[config.mk]
export PLATFORM = sky130hd
export DESIGN_NAME = ds3_nib_ser
export DESIGN_NICKNAME = d
export VERILOG_FILES = /design/src/rtl/ds3_nib_pkg.sv /design/src/rtl/ds3_blk_ctr.sv /design/src/rtl/ds3_lane_shift.sv /design/src/rtl/ds3_nib_ser.sv
export SDC_FILE = /design/constraint.sdc
export NUM_CORES = 1
export LEC_CHECK = 0
export ABC_AREA = 1
export BUFFER_PORTS_ARGS = -buffer_cell sky130_fd_sc_hd__buf_2
export CELL_PAD_IN_SITES_DETAIL_PLACEMENT = 1
export CELL_PAD_IN_SITES_GLOBAL_PLACEMENT = 1
export CORE_ASPECT_RATIO = 1.25
export CORE_MARGIN = 5
export CORE_UTILIZATION = 33
export DETAILED_ROUTE_END_ITERATION = 7
export PLACE_DENSITY = 0.72
export SYNTH_ARGS = -nofsm -noshare
export SYNTH_HDL_FRONTEND = slang
export SYNTH_SLANG_ARGS = --single-unit
export TNS_END_PERCENT = 1
[constraint.sdc]
create_clock -name clk -period 1.18 [get_ports clk]
set_clock_uncertainty 0.05 [all_clocks]
set_input_delay 0.059 -clock clk [delete_from_list [all_inputs] [get_ports clk]]
set_output_delay 0.059 -clock clk [all_outputs]
set_load 0.1 [all_outputs]
[src/rtl/ds3_nib_pkg.sv]
package ds3_nib_pkg;

  // Nibble phase for the next cycle: an overhead slot reloads the grid
  // so that the following payload bit starts at phase 0.
  function automatic logic [1:0] phase_step(input logic in_ovh, input logic [1:0] ph);
    return in_ovh ? 2'd0 : ph + 2'd1;
  endfunction

  // Nibble operation needs both enables and must never run on E3.
  function automatic logic nib_mode_on(input logic en, input logic dis, input logic e3);
    return en & dis & ~e3;
  endfunction

  // Line bit for a slot in nibble mode: gated to 0 until primed.
  function automatic logic nib_line_bit(input logic in_ovh, input logic primed,
                                        input logic ovh_bit, input logic pay_bit);
    if (!primed) return 1'b0;
    return in_ovh ? ovh_bit : pay_bit;
  endfunction

endpackage

[src/rtl/ds3_blk_ctr.sv]
module ds3_blk_ctr #(
  parameter int BLK_LEN = 85,
  localparam int POS_W = $clog2(BLK_LEN)
) (
  input  logic             clk,
  input  logic             rst,
  output logic [POS_W-1:0] pos,
  output logic [1:0]       phase,
  output logic             ovh,
  output logic             last
);
  import ds3_nib_pkg::*;

  assign ovh  = (pos == '0);
  assign last = (pos == POS_W'(BLK_LEN - 1));

  always_ff @(posedge clk) begin
    if (rst) begin
      pos   <= '0;
      phase <= 2'd0;
    end else begin
      pos   <= last ? '0 : pos + 1'b1;
      phase <= phase_step(ovh, phase);
    end
  end
endmodule

[src/rtl/ds3_lane_shift.sv]
module ds3_lane_shift #(
  parameter int NIB_W    = 4,
  parameter int MSB_LANE = 2,
  parameter int SB2_LANE = 1,
  parameter int SB3_LANE = 0,
  parameter int LSB_LANE = 3
) (
  input  logic             clk,
  input  logic             rst,
  input  logic             load,
  input  logic [NIB_W-1:0] nib_in,
  input  logic [1:0]       phase,
  output logic             pay_bit,
  output logic             lsb_q
);
  logic [1:0] mid_q;

  // Middle lanes shift MSB first; the LSB lane has its own strobe-enabled
  // flop that supplies the fourth bit and cancels the one-bit slip.
  always_ff @(posedge clk) begin
    if (rst) begin
      mid_q <= 2'b00;
      lsb_q <= 1'b0;
    end else if (load) begin
      mid_q <= {nib_in[SB2_LANE], nib_in[SB3_LANE]};
      lsb_q <= nib_in[LSB_LANE];
    end else begin
      mid_q <= {mid_q[0], 1'b0};
    end
  end

  always_comb begin
    unique case (phase)
      2'd0:    pay_bit = nib_in[MSB_LANE];
      2'd1:    pay_bit = mid_q[1];
      2'd2:    pay_bit = mid_q[1];
      default: pay_bit = lsb_q;
    endcase
  end
endmodule

[src/rtl/ds3_nib_ser.sv]
module ds3_nib_ser #(
  parameter int BLK_LEN = 85,
  parameter int NIB_W   = 4
) (
  input  logic             clk,
  input  logic             rst,
  input  logic             nib_en,
  input  logic             pay_dis,
  input  logic             e3_mode,
  input  logic             ovh_in,
  input  logic             ser_in,
  input  logic [NIB_W-1:0] nib_in,
  output logic             nib_req,
  output logic             ovh_slot,
  output logic             ser_out
);
  import ds3_nib_pkg::*;

  localparam int POS_W = $clog2(BLK_LEN);

  logic [POS_W-1:0] pos;
  logic [1:0]       phase;
  logic             last;
  logic             nib_act;
  logic             pay_bit;
  logic             lsb_q;
  logic             primed_q;
  logic             nxt_bit;

  ds3_blk_ctr #(.BLK_LEN(BLK_LEN)) u_ctr (
    .clk   (clk),
    .rst   (rst),
    .pos   (pos),
    .phase (phase),
    .ovh   (ovh_slot),
    .last  (last)
  );

  assign nib_act = nib_mode_on(nib_en, pay_dis, e3_mode);
  assign nib_req = nib_act && !ovh_slot && (phase == 2'd0);

  ds3_lane_shift #(.NIB_W(NIB_W)) u_lane (
    .clk     (clk),
    .rst     (rst),
    .load    (nib_req),
    .nib_in  (nib_in),
    .phase   (phase),
    .pay_bit (pay_bit),
    .lsb_q   (lsb_q)
  );

  always_comb begin
    if (nib_act)
      nxt_bit = nib_line_bit(ovh_slot, primed_q | nib_req, ovh_in, pay_bit);
    else
      nxt_bit = ovh_slot ? ovh_in : ser_in;
  end

  always_ff @(posedge clk) begin
    if (rst) begin
      primed_q <= 1'b0;
      ser_out  <= 1'b0;
    end else begin
      primed_q <= primed_q | nib_req;
      ser_out  <= nxt_bit;
    end
  end
endmodule

# Word level (Yosys, flattened, before mapping)
# Index checks and enable logic that the tools add are counted.
[totals] wordCells=35 rom_bits=0 output_inout_bits=3 latch_bits=0 ram_bits=0 reg_bits=14 mem_count=0
[classes] eq_ne=3 mux=9 shift=0 bitwise_logic=5 magnitude_cmp=0 add_sub_neg=2 reduce_logical=9 mul=0 div_mod_pow=0
[ops] op="$reduce_or 2->1" n=4
[ops] op="$add 7x1->7 const B" n=1
[ops] op="$eq 7x7->1 const B" n=1
[ops] op="$logic_not 7->1" n=1
[ops] op="$mux 1" n=7
[ops] op="$add 2x1->2 const B" n=1
[ops] op="$and 1x1->1" n=2
[ops] op="$eq 2x1->1 const B" n=1
[ops] op="$eq 2x2->1 const B" n=1
[ops] op="$logic_and 1x1->1" n=2
[ops] op="$logic_not 2->1" n=1
[ops] op="$mux 2" n=1
[ops] op="$not 1->1" n=2
[ops] op="$pmux 1 s2" n=1
[ops] op="$logic_not 1->1" n=1
[ops] op="$or 1x1->1" n=1

# Longest topological paths before layout
[depth] depth_word=9 ltp_mapped=9

# Hierarchy
# A second synthesis with hierarchy kept.
[unflattened] cells_unflattened=102 area_unflattened_um2=730.7
[modules_own_cells] module="ds3_blk_ctr" area_each_um2=451.7 n_inst=1 cells_each=58
[modules_own_cells] module="ds3_lane_shift" area_each_um2=158.9 n_inst=1 cells_each=24
[modules_own_cells] module="ds3_nib_ser" area_each_um2=120.1 n_inst=1 cells_each=20

# Worst setup path before layout
# No wires, ideal clock.
[synth_path] path_type="flip-flop to output port" startpoint="reg u_ctr.pos[0]" endpoint="out ovh_slot" arrival_ns=1.400 setup_slack_ns=-0.329 path_buffers=0 path_stages_with_launch=7 path_cell_list="dfxtp_1 > inv_1 > ha_1 > inv_1 > nor2_2 > nand3_2 > inv_1"
[synth_via] elab_chain_cells=1
[synth_lines] item="from (decl)" line_no="ds3_blk_ctr.sv:7" rtl="output logic [POS_W-1:0] pos,"
[synth_lines] item="from (signal assigned)" line_no="ds3_blk_ctr.sv:22" rtl="pos <= last ? '0 : pos + 1'b1;"
[synth_lines] item="$logic_not 7->1" line_no="ds3_blk_ctr.sv:14" rtl="assign ovh = (pos == '0);"
[synth_lines] item="to (decl)" line_no="ds3_nib_ser.sv:14" rtl="output logic ovh_slot,"
# No other way between the ends.

# Worst setup path after layout
[layout_path] startpoint="reg u_ctr.pos[0]" endpoint="out nib_req"
[layout_via] elab_chain_cells=4
[layout_lines] item="$logic_not 7->1" line_no="ds3_blk_ctr.sv:14"
[layout_lines] item="$logic_not 1->1" line_no="ds3_nib_ser.sv:40" rtl="assign nib_req = nib_act && !ovh_slot && (phase == 2'd0);"
[layout_lines] item="$logic_and 1x1->1 (2 in series)" line_no="ds3_nib_ser.sv:40"
[layout_lines] item="to (decl)" line_no="ds3_nib_ser.sv:13" rtl="output logic nib_req,"
# No other way between the ends.

==> reports/metrics.yaml <==
status: "complete, but fails checks"
violations: "setup timing"
ys_seq_area_share_pct: 40.7
fillers: 251
post-route-drc-count: 0
critPathLaunchType: "register"
num_rows: 18
vias_per_cell: 4.85
initialDrtViolationCount: 10
synth_cells: 92
slew_violations: 0
area_growth_pct: 53.1
grt.total_usage_pct: 14.3
synth_area_leaders: "dfxtp_1 41%, inv_1 9.8%, nand2_1 7.6%"
final_core_util_pct: 53.2
die_w_um: 50.8
synth_top_area_share_pct: 40.7
drive_gt1_share_pct: 43.7
grt_setup_unrepaired: "true"
multi_input_area_um2: 390
initial_utilization_pct: 34.7
core_um2: 1980
timing.fmax_mhz: 655
min-delay-path-class: "input pin to register"
area.sequential_um2: 283
place.gp.congestion: 0.777
arrival_ns: 1.42
slowest_delay_ns: 0.33
path_buf_inv: 4
synth_nets: 107
crit_path_top_delay_cell: "dfxtp_2"
finalSetupTns_ns: -2.99
r2r_slack_ns: -0.27
syn_avg_cell_area_um2: 7.48
port_buffers: 13
yosysWarnings: 0
crit_top_cell: "inv_2"
hp-start: "ser_in"
crit_family: "simple AND/OR/NAND/NOR gates"
cap_violations: 0
clk_latency_ns: 0.29
grt_pass1_vias: 726
antenna_cells: 0
period_share_pct: 129
vias: 708
hold_depth: 5
ctsLongestPathBuffers: 2
gr-total-overflow: 0
p_leak_nw: 0.490
cts_made_buffers: 3
finalCriticalPeriod_ns: 1.53
cts-root-buf: "clkbuf_4"
irDropWorstVdd_v: 0.000603
synthDistinctLibCells: 19
r2r_start: "u_ctr.pos[0]"
cts_sinks: 14
crit_type: "register to output port"
max_slew_margin_pct: 67.8
grt_pass1_wl_um: 3190
clk_pin_slew_ns: 0.09
power_density_nw_per_um2: 1150
drtPass1Iterations: 4
setup_violations: 16
synth-seq-cells: 14
wl_per_cell_um: 13.9
cts_tree: "done"
ant_nets: 0
reg2reg_to: "ser_out"
die_y_um: 61.1
antenna_found_initial: 0
synth_area_um2: 688
cp.required_ns: 1.07
grt_max_degree: 9
die_area_um2: 3100
synth_top_cell_by_area: "dfxtp_1"
max_slew.worst_pin.slew_ns: 0.487
place_hpwl_um: 1270
rr_worst_depth: 10
wirelength_um: 2030
io_pins: 14
cts_max_level: 1
layout_setup_ws_ns: -0.346
cp_cell_sequence: "inv_2 > ha_4 > inv_2 > nor2_4 > nand3_4 > nand2_4 > inv_8 > buf_12"
crit_fanout: 4
hold_end: "ser_out"
end_kind: "output port"
layout.nets: 142
finalHoldViolations: 0
-- final cells by class --
cell class	count	share of cell area [%]
clock buffer	4	3.44
inverter	20	8.19
multi-input combinational	58	37.1
sequential	14	26.8
tap	20	2.38
timing repair buffer	30	22.1
-- state kept, by name, summed over array words and instances, names as in the netlist --
name	flops
u_lane.lsb_q	1
u_ctr.phase	2
u_ctr.pos	7
ser_out	1
u_lane.mid_q	2
primed_q	1
-- cell families (layout without fill, tap and decap cells) --
group | Yosys count | in the layout | synth area share [%]
buffers and inverters | 20 | 54 | 10.9
AND/OR/NAND/NOR | 43 | 43 | 30.0
flip-flops | 14 | 14 | 40.7
XOR/XNOR | 1 | 1 | 1.27
adder cells (fa/ha/maj) | 4 | 4 | 7.27
AO/OA/AOI/OAI | 10 | 10 | 9.82
-- synthesized netlist by cell type --
cell type	count
a21oi_1	4
a21oi_2	1
dfxtp_1	14
ha_1	4
inv_1	18
inv_2	2
nand2_1	14
nand2_2	1
nand2_4	1
nand3_1	6
nand3_2	1
nand4_1	2
nor2_1	12
nor2_2	5
nor3b_1	1
o21ai_0	3
o21ai_4	1
o31ai_1	1
xor2_1	1
-- tightest hold or removal path: stages --
cell and delay, ns:
buf_2 0.07, nor2_1 0.03, nand2_1 0.04, nand3_1 0.07
a21oi_2 0.10
-- cells in the final DEF, fill, tap and decap left out, types with 2 or more instances in the layout --
cell type and instances:
nor2_2 4, buf_4 13, nand2_2 2, dlygate4sd3_1 4, nand4_1 2, nor2_1 9, inv_1 14, nor2_4 4
clkbuf_4 3, inv_2 4, a21oi_1 4, ha_1 2, dfxtp_1 12, nand2_1 13, buf_2 11, dfxtp_2 2
buf_12 2, o21ai_0 2, nand3_1 5
-- stage by stage --
stage | cell area [um2] | worst slack (ns) | hold WS, ns | power (mW) | std cells
2_1_floorplan | 713 | -0.0974 | 0.0781 | 0.703 | 92
3_3_place_gp | 871 | -0.128 | 0.198 | 0.789 | 130
3_5_place_dp | 871 | -0.162 | 0.194 | 0.795 | 130
4_1_cts | 1010 | -0.351 | 0.0733 | 1.20 | 143
5_1_grt | 1050 | -0.423 | 0.0941 | 1.30 | 146
6_report | 1050 | -0.346 | 0.0809 | 1.22 | 146
-- how the worst max path moves through the flow --
stage / startpoint / end / slack, ns / cells past startpoint
final: u_ctr.pos[0] / nib_req / -0.35 / 8
after global placement: u_ctr.pos[1] / ser_out / -0.13 / 9
after CTS: u_ctr.pos[1] / nib_req / -0.35 / 8
after detailed placement: u_ctr.pos[1] / u_ctr.pos[0] / -0.16 / 7
after global routing: u_ctr.pos[0] / nib_req / -0.42 / 8
after floorplan: u_ctr.pos[0] / ovh_slot / -0.1 / 6
-- per-layer routing --
metal  GRT usage (%)  vias up  part of all wire [%]
li1                -      352                     -
met1            13.2      326                    35
met2            27.1       22                    57
met3            3.39        8                   5.0
met4            10.2        0                   3.4
met5               0        -                     0
-- where the power goes --
| group | switching (mW) | total [mW] | internal [mW] |
|---|---|---|---|
| logic | 0.205 | 0.355 | 0.150 |
| clock network | 0.163 | 0.351 | 0.188 |
| registers | 0.0141 | 0.510 | 0.496 |
| total | 0.382 | 1.22 | 0.834 |
-- timing repair --
action,4_1_cts,5_1_grt
gates cloned,0,0
endpoints found under the setup margin,15,16
hold buffers,4,0
setup buffers,5,3
hold endpoints to repair,4,0
gates resized for setup,8,7
pin swaps,3,3
(Power assumes the default switching activity.)
